## src/rtl/sermst_pkg.sv

```systemverilog
// Shared types for the serial master.
// Assumes nothing beyond the encoding listed here.
package sermst_pkg;

    typedef enum logic [2:0] {
        ST_IDLE = 3'd0,
        ST_LEAD = 3'd1,
        ST_BITA = 3'd2,
        ST_BITB = 3'd3,
        ST_LAG  = 3'd4
    } sm_state_t;

endpackage

```

## src/rtl/sermst_halfcnt.sv

```systemverilog
// Half-bit timer. It counts system clocks while run is high and flags
// the last cycle of each half period.
// Assumes half_len is held constant while run is high. A value of 0 acts as 1.
module sermst_halfcnt #(
    parameter int CNT_W = 4
) (
    input  logic             clk,
    input  logic             rst_n,
    input  logic             run,
    input  logic             clr,
    input  logic [CNT_W-1:0] half_len,
    output logic             last
);

    logic [CNT_W-1:0] cnt;
    logic [CNT_W-1:0] lim_m1;

    // Terminal count of one half period.
    always_comb begin
        lim_m1 = (half_len == '0) ? '0 : half_len - CNT_W'(1);
        last   = run && (cnt == lim_m1);
    end

    // Advance the counter, or restart it at each half-period boundary.
    always_ff @(posedge clk) begin
        if (!rst_n) begin
            cnt <= '0;
        end else if (!run || clr || last) begin
            cnt <= '0;
        end else begin
            cnt <= cnt + CNT_W'(1);
        end
    end

    a_r2_half_count_bound: assert property (@(posedge clk) disable iff (!rst_n)
        run |-> (cnt <= lim_m1));

endmodule

```

## src/rtl/sermst_shift.sv

```systemverilog
// Transmit and receive shift registers. The transmit side shifts MSB
// first. The receive side fills from the LSB, so the first bit sampled
// ends up in the MSB.
// Assumes that load, shift_out and sample never coincide.
module sermst_shift #(
    parameter int DATA_W = 8
) (
    input  logic              clk,
    input  logic              rst_n,
    input  logic              load,
    input  logic [DATA_W-1:0] tx_word,
    input  logic              shift_out,
    input  logic              sample,
    input  logic              miso,
    input  logic              commit,
    output logic              tx_msb,
    output logic [DATA_W-1:0] rx_word
);

    logic [DATA_W-1:0] tx_sh;
    logic [DATA_W-1:0] rx_sh;

    assign tx_msb = tx_sh[DATA_W-1];

    // Load or advance the outgoing word.
    always_ff @(posedge clk) begin
        if (!rst_n) begin
            tx_sh <= '1;
        end else if (load) begin
            tx_sh <= tx_word;
        end else if (shift_out) begin
            tx_sh <= {tx_sh[DATA_W-2:0], 1'b1};
        end
    end

    // Collect incoming bits on each trailing clock edge.
    always_ff @(posedge clk) begin
        if (!rst_n) begin
            rx_sh <= '0;
        end else if (sample) begin
            rx_sh <= {rx_sh[DATA_W-2:0], miso};
        end
    end

    // Publish the completed received word.
    always_ff @(posedge clk) begin
        if (!rst_n) begin
            rx_word <= '0;
        end else if (commit) begin
            rx_word <= rx_sh;
        end
    end

    a_r1_tx_load_msb: assert property (@(posedge clk) disable iff (!rst_n)
        load |=> (tx_msb == $past(tx_word[DATA_W-1])));

endmodule

```

## src/rtl/sermst_seq.sv

```systemverilog
// Transfer sequencer. It runs the phases lead, active half, idle half
// (once per bit) and lag, and it decides when a chained start is taken.
// Assumes the half-bit timer's last flag is qualified by its run input.
module sermst_seq
    import sermst_pkg::*;
#(
    parameter int DATA_W = 8
) (
    input  logic      clk,
    input  logic      rst_n,
    input  logic      en,
    input  logic      cont,
    input  logic      start,
    input  logic      last,
    output sm_state_t state,
    output logic      done,
    output logic      run,
    output logic      clr,
    output logic      capture,
    output logic      load,
    output logic      shift_out,
    output logic      sample,
    output logic      commit
);

    localparam int BIT_W = (DATA_W > 1) ? $clog2(DATA_W) : 1;

    sm_state_t        nxt;
    logic [BIT_W-1:0] bit_idx;
    logic             final_bit;
    logic             go;
    logic             chain;

    // Decode the start conditions and the per-phase strobes.
    always_comb begin
        final_bit = (bit_idx == BIT_W'(DATA_W - 1));
        go        = en && start && (state == ST_IDLE);
        chain     = en && start && cont && done && (state == ST_LAG);
        run       = en && (state != ST_IDLE);
        clr       = chain;
        capture   = go;
        load      = go || chain;
        sample    = en && (state == ST_BITA) && last;
        shift_out = en && (state == ST_BITB) && last && !final_bit;
        commit    = en && (state == ST_BITB) && last && final_bit;
    end

    // Next-phase selection.
    always_comb begin
        nxt = state;
        case (state)
            ST_IDLE: if (go)   nxt = ST_LEAD;
            ST_LEAD: if (last) nxt = ST_BITA;
            ST_BITA: if (last) nxt = ST_BITB;
            ST_BITB: if (last) nxt = final_bit ? ST_LAG : ST_BITA;
            ST_LAG: begin
                if (chain)     nxt = ST_BITA;
                else if (last) nxt = ST_IDLE;
            end
            default:           nxt = ST_IDLE;
        endcase
        if (!en) nxt = ST_IDLE;
    end

    // Phase register.
    always_ff @(posedge clk) begin
        if (!rst_n) state <= ST_IDLE;
        else        state <= nxt;
    end

    // Bit position within the current word.
    always_ff @(posedge clk) begin
        if (!rst_n || !en || load || commit) begin
            bit_idx <= '0;
        end else if (shift_out) begin
            bit_idx <= bit_idx + BIT_W'(1);
        end
    end

    // One-cycle completion flag, high in the first lag cycle.
    always_ff @(posedge clk) begin
        if (!rst_n) done <= 1'b0;
        else        done <= commit;
    end

    a_r2_done_single: assert property (@(posedge clk) disable iff (!rst_n)
        done |=> !done);

    a_r7_chain_restarts_bits: assert property (@(posedge clk) disable iff (!rst_n)
        chain |=> (state == ST_BITA) && (bit_idx == '0));

    a_r8_start_while_busy: assert property (@(posedge clk) disable iff (!rst_n)
        (en && start && (state == ST_LEAD)) |=> (state == ST_LEAD) || (state == ST_BITA));

    a_r10_abort_to_idle: assert property (@(posedge clk) disable iff (!rst_n)
        !en |=> (state == ST_IDLE) && !done);

endmodule

```

## src/rtl/sermst_pins.sv

```systemverilog
// Output stage. It forms the internal clock, transmit and chip-select
// levels (all 1 while disabled) and ANDs each one with its port latch bit.
// Assumes sel_q only changes while the sequencer is idle.
module sermst_pins
    import sermst_pkg::*;
#(
    parameter int NCS = 4
) (
    input  logic           clk,
    input  logic           rst_n,
    input  logic           en,
    input  sm_state_t      state,
    input  logic           cpol,
    input  logic           tx_msb,
    input  logic [NCS-1:0] sel_q,
    input  logic           latch_sclk,
    input  logic           latch_mosi,
    input  logic [NCS-1:0] latch_cs,
    output logic           sclk_pin,
    output logic           mosi_pin,
    output logic [NCS-1:0] cs_n_pin
);

    logic           busy;
    logic           data_phase;
    logic           sclk_alt;
    logic           mosi_alt;
    logic [NCS-1:0] cs_alt;

    // Internal clock and transmit levels.
    always_comb begin
        busy       = (state != ST_IDLE);
        data_phase = (state == ST_BITA) || (state == ST_BITB) || (state == ST_LAG);
        sclk_alt   = !en ? 1'b1 : ((state == ST_BITA) ? ~cpol : cpol);
        mosi_alt   = !en ? 1'b1 : (data_phase ? tx_msb : 1'b1);
    end

    assign sclk_pin = sclk_alt & latch_sclk;
    assign mosi_pin = mosi_alt & latch_mosi;

    for (genvar i = 0; i < NCS; i++) begin : g_cs
        // One chip-select line: low only while framed and selected.
        assign cs_alt[i]   = ~(en & busy & ~sel_q[i]);
        assign cs_n_pin[i] = cs_alt[i] & latch_cs[i];
    end

    a_r9_disabled_pins_follow_latch: assert property (@(posedge clk) disable iff (!rst_n)
        !en |-> (sclk_pin == latch_sclk) && (mosi_pin == latch_mosi) && (cs_n_pin == latch_cs));

    a_r4_select_steady: assert property (@(posedge clk) disable iff (!rst_n)
        (en && busy && $past(en) && $past(busy)) |-> $stable(cs_alt));

endmodule

```

## src/rtl/sermst_cs.sv

```systemverilog
// Top level of the serial master with chip-select framing. It captures
// the mask and the half-bit length at start and wires together the timer,
// the sequencer, the shift registers and the output stage.
// Assumes cpol is only changed while the block is idle.
module sermst_cs
    import sermst_pkg::*;
#(
    parameter int DATA_W = 8,
    parameter int NCS    = 4,
    parameter int CNT_W  = 4
) (
    input  logic              clk,
    input  logic              rst_n,
    input  logic              en,
    input  logic              cpol,
    input  logic              cont,
    input  logic [NCS-1:0]    cs_sel,
    input  logic [CNT_W-1:0]  half_len,
    input  logic [DATA_W-1:0] tx_word,
    input  logic              start,
    input  logic              miso,
    input  logic              latch_sclk,
    input  logic              latch_mosi,
    input  logic [NCS-1:0]    latch_cs,
    output logic              sclk_pin,
    output logic              mosi_pin,
    output logic [NCS-1:0]    cs_n_pin,
    output logic [DATA_W-1:0] rx_word,
    output logic              done
);

    sm_state_t        state;
    logic             last;
    logic             run;
    logic             clr;
    logic             capture;
    logic             load;
    logic             shift_out;
    logic             sample;
    logic             commit;
    logic             tx_msb;
    logic [NCS-1:0]   sel_q;
    logic [CNT_W-1:0] len_q;

    // Hold the mask and the period length for the duration of a transfer.
    always_ff @(posedge clk) begin
        if (!rst_n) begin
            sel_q <= '1;
            len_q <= '0;
        end else if (capture) begin
            sel_q <= cs_sel;
            len_q <= half_len;
        end
    end

    sermst_halfcnt #(.CNT_W(CNT_W)) u_halfcnt (
        .clk      (clk),
        .rst_n    (rst_n),
        .run      (run),
        .clr      (clr),
        .half_len (len_q),
        .last     (last)
    );

    sermst_seq #(.DATA_W(DATA_W)) u_seq (
        .clk       (clk),
        .rst_n     (rst_n),
        .en        (en),
        .cont      (cont),
        .start     (start),
        .last      (last),
        .state     (state),
        .done      (done),
        .run       (run),
        .clr       (clr),
        .capture   (capture),
        .load      (load),
        .shift_out (shift_out),
        .sample    (sample),
        .commit    (commit)
    );

    sermst_shift #(.DATA_W(DATA_W)) u_shift (
        .clk       (clk),
        .rst_n     (rst_n),
        .load      (load),
        .tx_word   (tx_word),
        .shift_out (shift_out),
        .sample    (sample),
        .miso      (miso),
        .commit    (commit),
        .tx_msb    (tx_msb),
        .rx_word   (rx_word)
    );

    sermst_pins #(.NCS(NCS)) u_pins (
        .clk        (clk),
        .rst_n      (rst_n),
        .en         (en),
        .state      (state),
        .cpol       (cpol),
        .tx_msb     (tx_msb),
        .sel_q      (sel_q),
        .latch_sclk (latch_sclk),
        .latch_mosi (latch_mosi),
        .latch_cs   (latch_cs),
        .sclk_pin   (sclk_pin),
        .mosi_pin   (mosi_pin),
        .cs_n_pin   (cs_n_pin)
    );

endmodule

```

## config.mk

```make
export PLATFORM = sky130hd
export DESIGN_NAME = sermst_cs
export DESIGN_NICKNAME = d
export VERILOG_FILES = /design/src/rtl/sermst_pkg.sv /design/src/rtl/sermst_halfcnt.sv /design/src/rtl/sermst_shift.sv /design/src/rtl/sermst_seq.sv /design/src/rtl/sermst_pins.sv /design/src/rtl/sermst_cs.sv
export SDC_FILE = /design/constraint.sdc
export NUM_CORES = 1
export LEC_CHECK = 0
export CORE_MARGIN = 4
export CORE_UTILIZATION = 46
export DETAILED_ROUTE_END_ITERATION = 10
export HOLD_SLACK_MARGIN = 0.15
export PLACE_DENSITY_LB_ADDON = 0.1
export SYNTH_ARGS = -nofsm -noshare
export SYNTH_HDL_FRONTEND = slang
export SYNTH_SLANG_ARGS = --single-unit
```

## constraint.sdc

```tcl
create_clock -name clk -period 2.05 [get_ports clk]
set_input_delay 0.205 -clock clk [delete_from_list [all_inputs] [get_ports clk]]
set_output_delay 0.205 -clock clk [all_outputs]
set_load 0.05 [all_outputs]
```

Word level (Yosys, flattened, before mapping)
Index checks and enable logic that the tools add are counted.
{ "classes": {"shifts": 0, "n_mul": 0, "n_div": 0, "n_addsub": 3, "bitwise": 21, "magnitude_cmp": 0, "muxes": 15, "n_reduce_logical": 32, "n_eq_ne": 11} }
{ "ops": {"columns": ["cell", "n"], "rows": [
  ["3-bit 2-to-1 mux", 7],
  ["8-bit 2-to-1 mux", 2],
  ["3-bit one-hot mux with 5 select lines", 1],
  ["1-bit logical AND", 13],
  ["1-bit bitwise AND", 11],
  ["1-bit inverter", 10],
  ["1-bit logical OR", 8],
  ["2-bit inequality test (second input constant)", 4],
  ["3-bit by 2-bit equality test with 1-bit output (second input constant)", 2],
  ["3-bit equality test (second input constant)", 2],
  ["5-bit AND reduction", 1],
  ["4-bit by 1-bit adder with 4-bit output (second input constant)", 1],
  ["4-bit equality test", 1],
  ["1-bit zero test", 4],
  ["4-bit zero test", 1],
  ["1-bit 2-to-1 mux", 4],
  ["4-bit 2-to-1 mux", 1],
  ["4-bit by 1-bit subtractor with 4-bit output (second input constant)", 1],
  ["3-bit by 1-bit adder with 3-bit output (second input constant)", 1],
  ["3-bit by 1-bit equality test with 1-bit output (second input constant)", 1],
  ["3-bit zero test", 1],
  ["3-bit inequality test (second input constant)", 1],
  ["3-bit nonzero test", 1],
  ["2-bit AND reduction", 1],
  ["other kinds (2)", 2]
]} }
{ "totals": {"out_inout_bits": 15, "wordCells": 91, "n_memories": 0, "latch_bits": 0, "reg_bits": 43, "rom_bits": 0, "input_bits": 29, "mem_bits_rw": 0} }

Depth between registers and ports, before layout
Gate-level depths: netlist of the first run.
{ "logic_depth": {"depth_word": 8, "ltp_mapped": 8, "depth_no_buf": 7} }

By module
A second synthesis of the first run with hierarchy kept.
{ "hier_totals": {"cells_unflattened": 218, "area_unflattened_um2": 2229.6} }
{ "by_module_without_submodules": {"columns": ["mod", "instances", "cells_per_inst", "seq_area_each_um2", "area_each_um2"], "rows": [
  ["sermst_shift", 1, 87, 480.5, 1003.5],
  ["sermst_seq", 1, 54, 140.1, 494.2],
  ["sermst_halfcnt", 1, 40, 80.1, 342.8],
  ["sermst_cs", 1, 25, 160.2, 291.5],
  ["sermst_pins", 1, 12, 0.0, 97.6]
]} }

Worst setup path before layout of the first run
OpenSTA, ideal clock, no wires.
{ "synth_path": {"path_type": "register -> output", "startpoint": "register u_seq.state[2]", "endpoint": "output port sclk_pin", "slack_ns": -0.208, "path_stages_with_launch": 6, "n_path_buf": 1, "arrival_time_ns": 2.053, "required_time_ns": 1.845, "cell_sequence": "dfxtp_1 > clkbuf_1 > nand2b_1 > nor2_1 > xnor2_1 > a21boi_0"} }
{ "synth_via": {"elab_chain_cells": 4} }
{ "synth_rtl": {"columns": ["item", "line", "rtl"], "rows": [
  ["start: declaration", "sermst_seq.sv:15", "output sm_state_t state,"],
  ["start signal: assignment", "sermst_seq.sv:68", "else state <= nxt;"],
  ["3-bit by 2-bit equality test with 1-bit output", "sermst_pins.sv:34", "sclk_alt = !en ? 1'b1 : ((state == ST_BITA) ? ~cpol : cpol);"],
  ["1-bit 2-to-1 mux (2 in a row)", "sermst_pins.sv:34", null],
  ["1-bit bitwise AND", "sermst_pins.sv:38", "assign sclk_pin = sclk_alt & latch_sclk;"],
  ["end: declaration", "sermst_cs.sv:25", "output logic sclk_pin,"]
]} }
Every way passes these cells.

Worst setup path in the final report of the first run
{ "layout_path": {"startpoint": "register len_q[1]", "endpoint": "register u_shift.tx_sh[7]"} }
{ "layout_via": {"elab_chain_cells": 7, "elab_cells_between_ends": 8, "classes_between": "1 x add/sub; 1 x eq/ne; 1 x mux; 5 x reduce/logical"} }
{ "layout_rtl": {"columns": ["item", "line", "rtl"], "rows": [
  ["start: declaration", "sermst_cs.sv:43", "logic [CNT_W-1:0] len_q;"],
  ["start signal: assignment", "sermst_cs.sv:52", "len_q <= half_len;"],
  ["4-bit by 1-bit subtractor with 4-bit output / 4-bit zero test (equally long branches)", "sermst_halfcnt.sv:20", "lim_m1 = (half_len == '0) ? '0 : half_len - CNT_W'(1);"],
  ["4-bit 2-to-1 mux *", "sermst_halfcnt.sv:20", null],
  ["4-bit equality test *", "sermst_halfcnt.sv:21", "last = run && (cnt == lim_m1);"],
  ["1-bit logical AND *", "sermst_halfcnt.sv:21", null],
  ["1-bit logical AND * (2 in a row)", "sermst_seq.sv:44", "shift_out = en && (state == ST_BITB) && last && !final_bit;"],
  ["2-bit nonzero test (no source line) *", null, null],
  ["end signal: assignment", "sermst_shift.sv:30", "tx_sh <= tx_word;"],
  ["end signal: assignment", "sermst_shift.sv:32", "tx_sh <= {tx_sh[DATA_W-2:0], 1'b1};"],
  ["end: declaration", "sermst_shift.sv:20", "logic [DATA_W-1:0] tx_sh;"]
]} }
Every way passes the cells marked *; elsewhere a longest branch is shown, timed or not.
A chain may end at the register's enable or synchronous reset.

==> metrics.txt, run 1 <==
CTS clk-pin slew, worst paths=about 0.090 ns; worst setup margin=-0.0114 ns; Syn. warnings=0; die area=around 0.0057 mm2; Reg2Reg Depth=9; DRT Wirelength=a little over 5 mm; Synth Register Bits=43; critical path class=flip-flop to flip-flop; area leader, netlist=dfxtp_1; Seq. cell area=between 800 and 900 um2; ratio of cells with drive above 1 in the final layout=between 20% and 30%; Finished Layout Cells=around 340; Setup crit start=len_q[1]; CTS tree=done; hold crit path type=input port to flip-flop; Setup WS pre-CTS=-0.0385 ns; post-synthesis sequential area ratio=between 40% and 50%; CP endpoint kind=flip-flop; synth cell count leaders=dfxtp_1, nand2_1, mux2i_1; logic gate share of total power=between 10% and 20%; Final nets=between 300 and 400; vias in the first global route=~1800; post-route ant nets=0; Max clock buf depth=2; Core ar.=0.00438 mm2; Switch Pwr=0.440 mW; status=complete, but fails checks; Cells after DPL=between 300 and 400; chip height=approximately 76 um; Tot Pwr=approximately 1.8 mW; Flop pwr share=about half; count leader, synth=dfxtp_1; CTS Hold Bufs=0; Top Ports=between 40 and 50; met1 Usage GRT=24.9%; Rows=24; clock sinks=43; Area Overhead vs Synth=40.5%; failing checks=negative setup slack; clock skew=0.00811 ns; Reg-to-Reg End=u_shift.tx_sh[7]; WL/cell=~15 um; max-cap viol count=0; Slew Limit Headroom=around two thirds; synthesized area per cell=just over 9 um2; post-synth cell types=55; Via density=around 5.5; Iter 0 DRT Violations=99; Synth top area share=about two fifths; pwr dens=approximately 600 mW/mm2; ys async rst share=0%; r2r setup slk=-0.01 ns; Worst Max-Slew Pin Slew=0.499 ns; initial antenna violation count=0; Min Hold Slack=0.445 ns; fillers=353; CP endpoint=u_shift.tx_sh[7]; RR Startpoint=len_q[1]; Clock Latency Late Sink=0.30 ns; total grt overflow=0; RSZ-0062 raised after global routing=true; Worst VDD drop=approximately 0.37 mV; total CTS buffers=5; met3 Resource Use GR=about 5.3%; root buf cell=clkbuf_8; DRT Pass-1 Iters=6; CP arrival=2.26 ns; P_int=about 1.3 mW; synth top area cells=dfxtp_1, mux2i_1, nand2_1, nand3_1, o21ai_0; Main synth FF type=dfxtp_1; detailed placement HPWL=approximately 3.3 mm; Routability Congestion=0.856; final setup fails=3; Hold Fails Final Rpt=0; clock share of power=a little under two fifths; fmax=~490 MHz; leakage power=~1.1 nW; Post-Syn Area=about 0.0021 mm2; first-pass GRT wire length=between 8 and 9 mm; Multi-input gate area=around 0.0012 mm2; critical path peak fanout=7; Switching Fraction=between 20% and 30%; post-synth net total=262; Initial Util=a little under 50%; Cells after Synth=230; global route hottest layer=met2; Post-synth EDFFs=0; Max Slew Vio Count=0; CP required=roughly 2.3 ns; Die W=about 76 um; Port Buffer Count=43; H-tree depth=2; Vias=between 1500 and 2000; diode count=0; min cycle time layout=~2.1 ns; pin count of the biggest net entering global routing=28; met2 Use GR=27.7%; CP startpoint kind=flip-flop; final period utilization=101%; Tot GR Track Use=18.6%; Remaining DRCs=0
worst min-delay path by stage:
stage / start / end / slack [ns] / cells past startpoint
after floorplan: cs_sel[0] / sel_q[0] / 0.33 / 2
after global placement: u_shift.rx_word[2] / u_shift.rx_word[2] / 0.44 / 2
after detailed placement: u_shift.rx_word[1] / u_shift.rx_word[1] / 0.45 / 2
after CTS: miso / u_shift.rx_sh[0] / 0.44 / 3
after global routing: miso / u_shift.rx_sh[0] / 0.45 / 3
final: tx_word[4] / u_shift.tx_sh[4] / 0.44 / 3
routing by layer:
layer / wire [um] / vias to the layer above / part of all wire, %
met2: 2370 / 55 / 46
met5: 0 / - / 0
met4: 112 / 0 / 2.2
met3: 335 / 12 / 6.5
met1: 2300 / 890 / 45
li1: - / 939 / -
state kept, by name, indices dropped and copies added, names as in the netlist:
name,count
u_shift.tx_sh,8
u_seq.state,3
u_shift.rx_word,8
sel_q,4
u_seq.bit_idx,3
len_q,4
u_shift.rx_sh,8
u_seq.done,1
u_halfcnt.cnt,4
cells in the final DEF (no fill, tap or decap), types with 4 or more instances in the layout:
master	instances
buf_6	5
nand2_1	32
a21boi_0	4
nand2b_1	7
o21ai_0	9
dfxtp_2	4
clkbuf_8	5
buf_4	22
clkdlybuf4s50_1	37
a31oi_1	5
mux2i_1	21
nand3_1	9
inv_1	5
nor2_1	11
dfxtp_1	39
o21a_1	5
nand3b_1	4
worst max-delay path: stages (launching register included):
cell and delay [ns]:
dfxtp_2 0.34, or4_4 0.54, nor2_4 0.14, o311ai_4 0.13, buf_6 0.16, nor3_4 0.12, buf_6 0.16, buf_6 0.11
and4b_1 0.21, nor3_2 0.04
cell families after synthesis:
family	count (synthesis)	share of synthesized area (%)
and+or+nand+nor	91	22.8
AOI/OAI and AO/OA	47	16.8
xor gates and xnor gates	7	3.27
DFF	43	40.9
adders and majority gates	3	1.78
muxes	21	9.99
buffers and inverters	18	4.40
layout make-up:
class                           instances  share of cell area, %
Multi-Input combinational cell        169                   41.8
Clock inverter                          3                   1.48
Clock buffer                            5                   2.33
Timing Repair Buffer                   67                   22.3
Sequential cell                        43                   29.3
Tap cell                               52                   2.20
Inverter                                5                  0.635
through the flow:
step,area [um2],setup TNS [ns],utilization (%)
detailed placement,2670,-0.221,60.9
global route,2960,-0.879,67.5
floorplan,2100,0,-
finish,2960,-0.0123,67.5
CTS,2860,-0.394,65.2
global placement,2670,0,60.9
power by group through the flow:
stage	logic, mW	registers [mW]	clock network [mW]
finish	0.242	0.866	0.672
global route	0.261	0.869	0.718
CTS	0.232	0.865	0.684
detailed placement	0.223	0.884	0
global placement	0.221	0.884	0
floorplan	0.119	0.883	0
repair_timing:
item,4_1_cts,5_1_grt
resized for setup,9,18
gates cloned,1,0
setup endpoints to repair,13,33
pin swaps,5,9
buffers inserted,3,5
Note: power is estimated with default switching activity, not from simulation.
==> run 2, diff against run 1 <==
- ABC_AREA: not set -> 1
- CORE_UTILIZATION: 46 -> 45
==> run 2 against run 1 <==
Against the previous run:
- the run now ends clean
- clock power up 4.2%
- largest cell class unchanged
- largest power group unchanged
- critical path depth unchanged
- critical path type unchanged
- worst hold slack better by 0.012 ns
==> metrics.txt, run 2 <==
WL/cell=11.8 um (-21%); dpl cell area=0.00259 mm2 (-3.0%); Die W=76.1 um (+0.56%); initial antenna violation count=0 (unchanged); pwr dens=677 mW/mm2 (+12%); status=completed; Max clock buf depth=2 (unchanged); Max Slew Vio Count=0 (unchanged); die area=0.00579 mm2 (+1.1%); Syn. warnings=0 (unchanged); Tot GR Track Use=17.1% (-1.5 points); Hold Fails Final Rpt=0 (unchanged); final core utilization=61.6% (-5.9 points); chip height=76.1 um (+0.56%); pin count of the biggest net entering global routing=19 (-32%); DRT Pass-1 Iters=4 (-2); Final nets=383 (+19%); Initial Util=47.2% (-0.78 points); ratio of cells with drive above 1 in the final layout=11.4% (-11 points); Top Ports=44 (unchanged); DRT Wirelength=4.77 mm (-6.7%); post-route ant nets=0 (unchanged); H-tree depth=2 (unchanged); max-cap viol count=0 (unchanged); most common cell after layout, fill and taps aside=nand2_1; post-synth net total=333 (+27%); first-pass GRT wire length=8.29 mm (+2.6%); clock skew=0.00226 ns (-0.00586 ns); global route hottest layer=met2; synth top area cells=dfxtp_1, nand2_1, nand3_1, inv_1, a21oi_1; met3 Resource Use GR=4.49% (-0.79 points); Slew Limit Headroom=65.0% (-1.6 points); total grt overflow=0 (unchanged); Setup TNS=0 ns (+0.0123 ns); Vias=2018 (+6.4%); hold crit path type=input port to flip-flop; root buf cell=clkbuf_8; met2 Use GR=28.7% (+0.97 points); Post-Syn Area=0.00208 mm2 (-0.95%); ys async rst share=0% (unchanged); final setup fails=0 (-3); Setup Buffers After CTS=0 (-3); count leader, synth=nand2_1; CP arrival=1.99 ns (-0.27 ns); final period utilization=88.3% (-12 points); met1 Usage GRT=21.0% (-3.9 points); post-synthesis sequential area ratio=41.3% (+0.39 points); Core ar.=0.00441 mm2 (+0.68%); Iter 0 DRT Violations=96 (-3.0%); Remaining DRCs=0 (unchanged); CTS clk-pin slew, worst paths=0.08 ns (about the same); area leader, netlist=dfxtp_1; synth cell count leaders=nand2_1, dfxtp_1, inv_1; RSZ-0062 raised after global routing=false; Port Buffer Count=43 (unchanged); CTS tree=done; Design Area, Final=0.00272 mm2 (-8.1%); most frequent cells in the layout=nand2_1, dfxtp_1, clkdlybuf4s50_1; fmax=552 MHz (+14%); Synth Register Bits=43 (unchanged); Regs by FF count=u_shift.rx_sh (8), u_shift.rx_word (8), u_shift.tx_sh (8); post-synth cell types=26 (-53%); Main synth FF type=dfxtp_1; diode count=0 (unchanged); Worst VDD drop=0.475 mV (+28%); total CTS buffers=5 (unchanged); vias in the first global route=1845 (+5.1%); detailed placement HPWL=3.53 mm (+7.8%); synthesized area per cell=6.93 um2 (-24%); Synth top area share=41.3% (+0.39 points); clock sinks=43 (unchanged); CP endpoint kind=flip-flop; leakage power=1.21 nW (+11%); Worst Max-Slew Pin Slew=0.523 ns (+0.0240 ns); min cycle time layout=1.81 ns (-0.251 ns); critical path class=flip-flop to flip-flop; CP startpoint kind=flip-flop; Cells after Synth=301 (+31%); Via density=5.00 (-9.4%); CP required=2.23 ns (-0.02 ns); critical path peak fanout=9 (+2); Post-synth EDFFs=0 (unchanged); Area Overhead vs Synth=30.4%; Clock Latency Late Sink=0.29 ns (about the same); Rows=24 (unchanged); Routability Congestion=0.828 (-3.3%)
## run 2: changes by cell type after synthesis, sizes merged, moves of 4 or more
| cell | previous run | this run |
|---|---|---|
| nand2 | 32 | 76 |
| clkbuf | 9 | 4 |
| inv | 5 | 37 |
| xnor2 | 5 | 1 |
| a21oi | 4 | 26 |
| mux2i | 21 | 0 |
| nor2 | 12 | 40 |
| a31oi | 5 | 0 |
| o21a | 6 | 1 |
| nand2b | 7 | 0 |
| nand3 | 10 | 34 |
| a21boi | 5 | 0 |
| nand4 | 2 | 11 |
## run 2: path summary, 6_finish.rpt
path / from / to / slack [ns] / cells after the start
setup reg to reg: len_q[0] / u_shift.rx_sh[3] / 0.24 / 9
hold / removal: half_len[1] / len_q[1] / 0.46 / 3
hold reg to reg: u_shift.rx_sh[7] / u_shift.rx_sh[7] / 0.47 / 2
setup / recovery: len_q[0] / u_shift.rx_sh[3] / 0.24 / 9
## run 2: stage by stage
step | worst slack (ns) | power (mW) | instances | hold WS (ns)
floorplan | 0.344 | 1.05 | 301 | 0.318
global placement | 0.0885 | 1.15 | 396 | 0.452
detailed placement | 0.0215 | 1.16 | 396 | 0.453
CTS | 0.147 | 1.86 | 404 | 0.453
global route | 0.0104 | 1.93 | 404 | 0.459
finish | 0.239 | 1.84 | 404 | 0.457
## run 2: per-layer routing
layer | part of all wire [%] | wire length (um) | vias up
li1 | - | - | 1069
met1 | 47 | 2230 | 909
met2 | 49 | 2320 | 33
met3 | 3.4 | 163 | 7
met4 | 1.2 | 59 | 0
met5 | 0 | 0 | -
## run 2: area by class of cell
type | instances | area (um2)
multi-input cells | 210 | 1030
clock buffers | 6 | 82.6
clock inverters | 2 | 38.8
well taps | 52 | 65.1
fillers | 421 | 1700
repair buffers | 53 | 503
inverters | 38 | 143
flip-flops and latches | 43 | 861
## run 2: cell families after synthesis
group / Yosys count / share of synthesized area (%)
XOR/XNOR: 2 / 0.840
flip-flops: 43 / 41.3
AND/OR/NAND/NOR: 166 / 36.6
buffers and inverters: 48 / 9.84
adder cells (fa/ha/maj): 3 / 1.80
AO/OA/AOI/OAI: 39 / 9.66
## run 2: what timing repair did
| action | 4_1_cts | 5_1_grt |
|---|---|---|
| setup endpoints to repair | 0 | 3 |
| gates resized for setup | 0 | 2 |
| hold buffers | 0 | 0 |
## run 2: critical path, stage by stage (launching register included)
cell	delay, ns
dfxtp_1	0.36
nor2_4	0.15
nand2_1	0.08
nand3b_1	0.09
nand2_1	0.10
nor3_2	0.36
buf_4	0.23
nand3_2	0.16
nand2_1	0.11
a21oi_1	0.06
## run 2: power by group
group | internal (mW) | switching, mW
registers | 0.858 | 0.0164
clock network | 0.401 | 0.299
logic | 0.119 | 0.147
total | 1.38 | 0.462
==> run 3, diff against run 2 <==
- GPL_TIMING_DRIVEN: not set -> 0
==> run 3 against run 2 <==
Against the previous run:
- die area stayed put
- worst hold slack lost 0.14 ns
- register-to-register slack hardly changed
- maximum frequency fell by 8.2%
- highest routed layer unchanged
==> metrics.txt, run 3 (same netlist as run 2, synthesis figures left out) <==
status=completed; Worst Max-Slew Pin Slew=0.519 ns (-0.00389 ns); CP top delay family=buffers and inverters; buffers and inverters on the worst path=4 (+3); Max Slew Vio Count=0 (unchanged); critical path peak fanout=10 (+1); Hold Fails Final Rpt=0 (unchanged); Initial Util=47.2% (unchanged); die area=0.00579 mm2 (unchanged); total CTS buffers=5 (unchanged); Min Hold Slack=0.319 ns (-0.137 ns); vias in the first global route=1956 (+6.0%); Setup WS pre-CTS=-0.405 ns (-0.426 ns); Vias=1981 (-1.8%); CTS clk-pin slew, worst paths=0.09 ns (about the same); Worst VDD drop=0.428 mV (-9.9%); Final nets=382 (-0.26%); most frequent cells in the layout=nand2_1, dfxtp_1, clkdlybuf4s50_1; Port Buffer Count=42 (-2.3%); Rows=24 (unchanged); critical path class=flip-flop to output port; pin count of the biggest net entering global routing=15 (-4); first-pass GRT wire length=8.45 mm (+1.8%); max-cap viol count=0 (unchanged); Remaining DRCs=0 (unchanged); Routability Congestion=0.795 (-4.1%); RSZ-0062 raised after global routing=true; Via density=4.92 (-1.6%); most common cell after layout, fill and taps aside=nand2_1; Slowest Stage Delay on Critical Path=0.31 ns (-0.05 ns); Reg-to-Reg End=u_shift.tx_sh[7]; diode count=0 (unchanged); root buf cell=clkbuf_8; CP endpoint kind=output port; fmax=507 MHz (-8.2%); DRT Wirelength=4.70 mm (-1.5%); Core ar.=0.00441 mm2 (unchanged); RR Startpoint=u_seq.state[0]; min cycle time layout=1.97 ns (+0.161 ns); Area Overhead vs Synth=27.3%; CP arrival=1.77 ns (-0.22 ns); PostCTS Resize Cnt=10 (+10); Crit-path slowest cell=dfxtp_1; DRT Pass-1 Iters=4 (unchanged); Hold EP=u_shift.rx_word[1]; WL/cell=11.7 um (-1.3%); hold path depth=3 (unchanged); Regs by FF count=u_shift.rx_sh (8), u_shift.rx_word (8), u_shift.tx_sh (8); chip height=76.1 um (unchanged); Slew Limit Headroom=65.3% (+0.26 points); ratio of cells with drive above 1 in the final layout=10.8% (-0.54 points); post-route ant nets=0 (unchanged); r2r setup slk=0.25 ns (about the same); final period utilization=96.2% (+7.9 points); hold path startpoint=rst_n; final setup fails=0 (unchanged); CP cell instances=inv_1 -> nand2_2 -> nor2_2 -> buf_4 -> inv_1 -> nand2_1 -> nand2_1 -> o21a_1 -> buf_2; Finished Layout Cells=403 (-0.25%); pwr dens=642 mW/mm2 (-5.1%); CTS tree=done; CTS Hold Bufs=0 (unchanged); Cells after DPL=395 (-0.25%); detailed placement HPWL=3.62 mm (+2.4%); Tot GR Track Use=17.1% (+0.024 points); clock skew=0.00816 ns (+0.00590 ns); initial antenna violation count=0 (unchanged); hold crit path type=input port to flip-flop; CP startpoint kind=flip-flop; Clock Latency Late Sink=0.30 ns (about the same); Setup Buffers After CTS=0 (unchanged); Iter 0 DRT Violations=75 (-22%); leakage power=1.17 nW (-2.7%); Die W=76.1 um (unchanged); Max clock buf depth=2 (unchanged); Top Ports=44 (unchanged); worst setup margin=0.0778 ns (-0.161 ns); Reg2Reg Depth=11 (+2); H-tree depth=2 (unchanged); CP required=1.85 ns (-0.38 ns); Tot Pwr=1.71 mW (-7.3%); clock sinks=43 (unchanged); total grt overflow=0 (unchanged)
run 3: how the worst max path moves through the flow:
stage,slack (ns),depth (start not counted),startpoint,end
global placement,-0.40,8,u_seq.state[2],sclk_pin
floorplan,0.34,7,u_seq.state[2],sclk_pin
global route,-0.06,8,u_seq.state[2],sclk_pin
CTS,-0.11,9,u_seq.state[2],sclk_pin
detailed placement,-0.40,8,u_seq.state[2],sclk_pin
finish,0.08,9,u_seq.state[2],sclk_pin
run 3: routing by layer:
metal	vias up	GRT usage [%]	share of wire, %
met2	37	28.0	47
met5	-	0	0
met4	0	7.34	2.1
met1	873	21.2	46
li1	1062	-	-
met3	9	4.26	4.4
run 3: final cells by class:
type / instances / area, um2
plain buffers: 10 / 66.3
clock buffers: 6 / 82.6
well taps: 52 / 65.1
multi-input cells: 210 / 1030
repair buffers: 42 / 394
clock inverters: 2 / 16.3
fillers: 407 / 1760
flip-flops and latches: 43 / 861
inverters: 38 / 143
run 3: tightest hold or removal path, delay by kind of cell:
kind,cells,cell delay (ns)
buffers and inverters,1,0.22
and+or+nand+nor,2,0.16
run 3: where the power goes:
part           switching (mW)  internal (mW)
sequential             0.0159          0.858
combinational           0.143          0.104
clock                   0.308          0.275
run 3: stage by stage:
step	cell area, um2	setup TNS (ns)	utilization (%)
after global routing	2650	-0.0601	60.1
after global placement	2570	-1.21	58.2
after CTS	2670	-0.114	60.4
after floorplan	2080	0	-
after detailed placement	2570	-1.26	58.2
final	2650	0	60.1
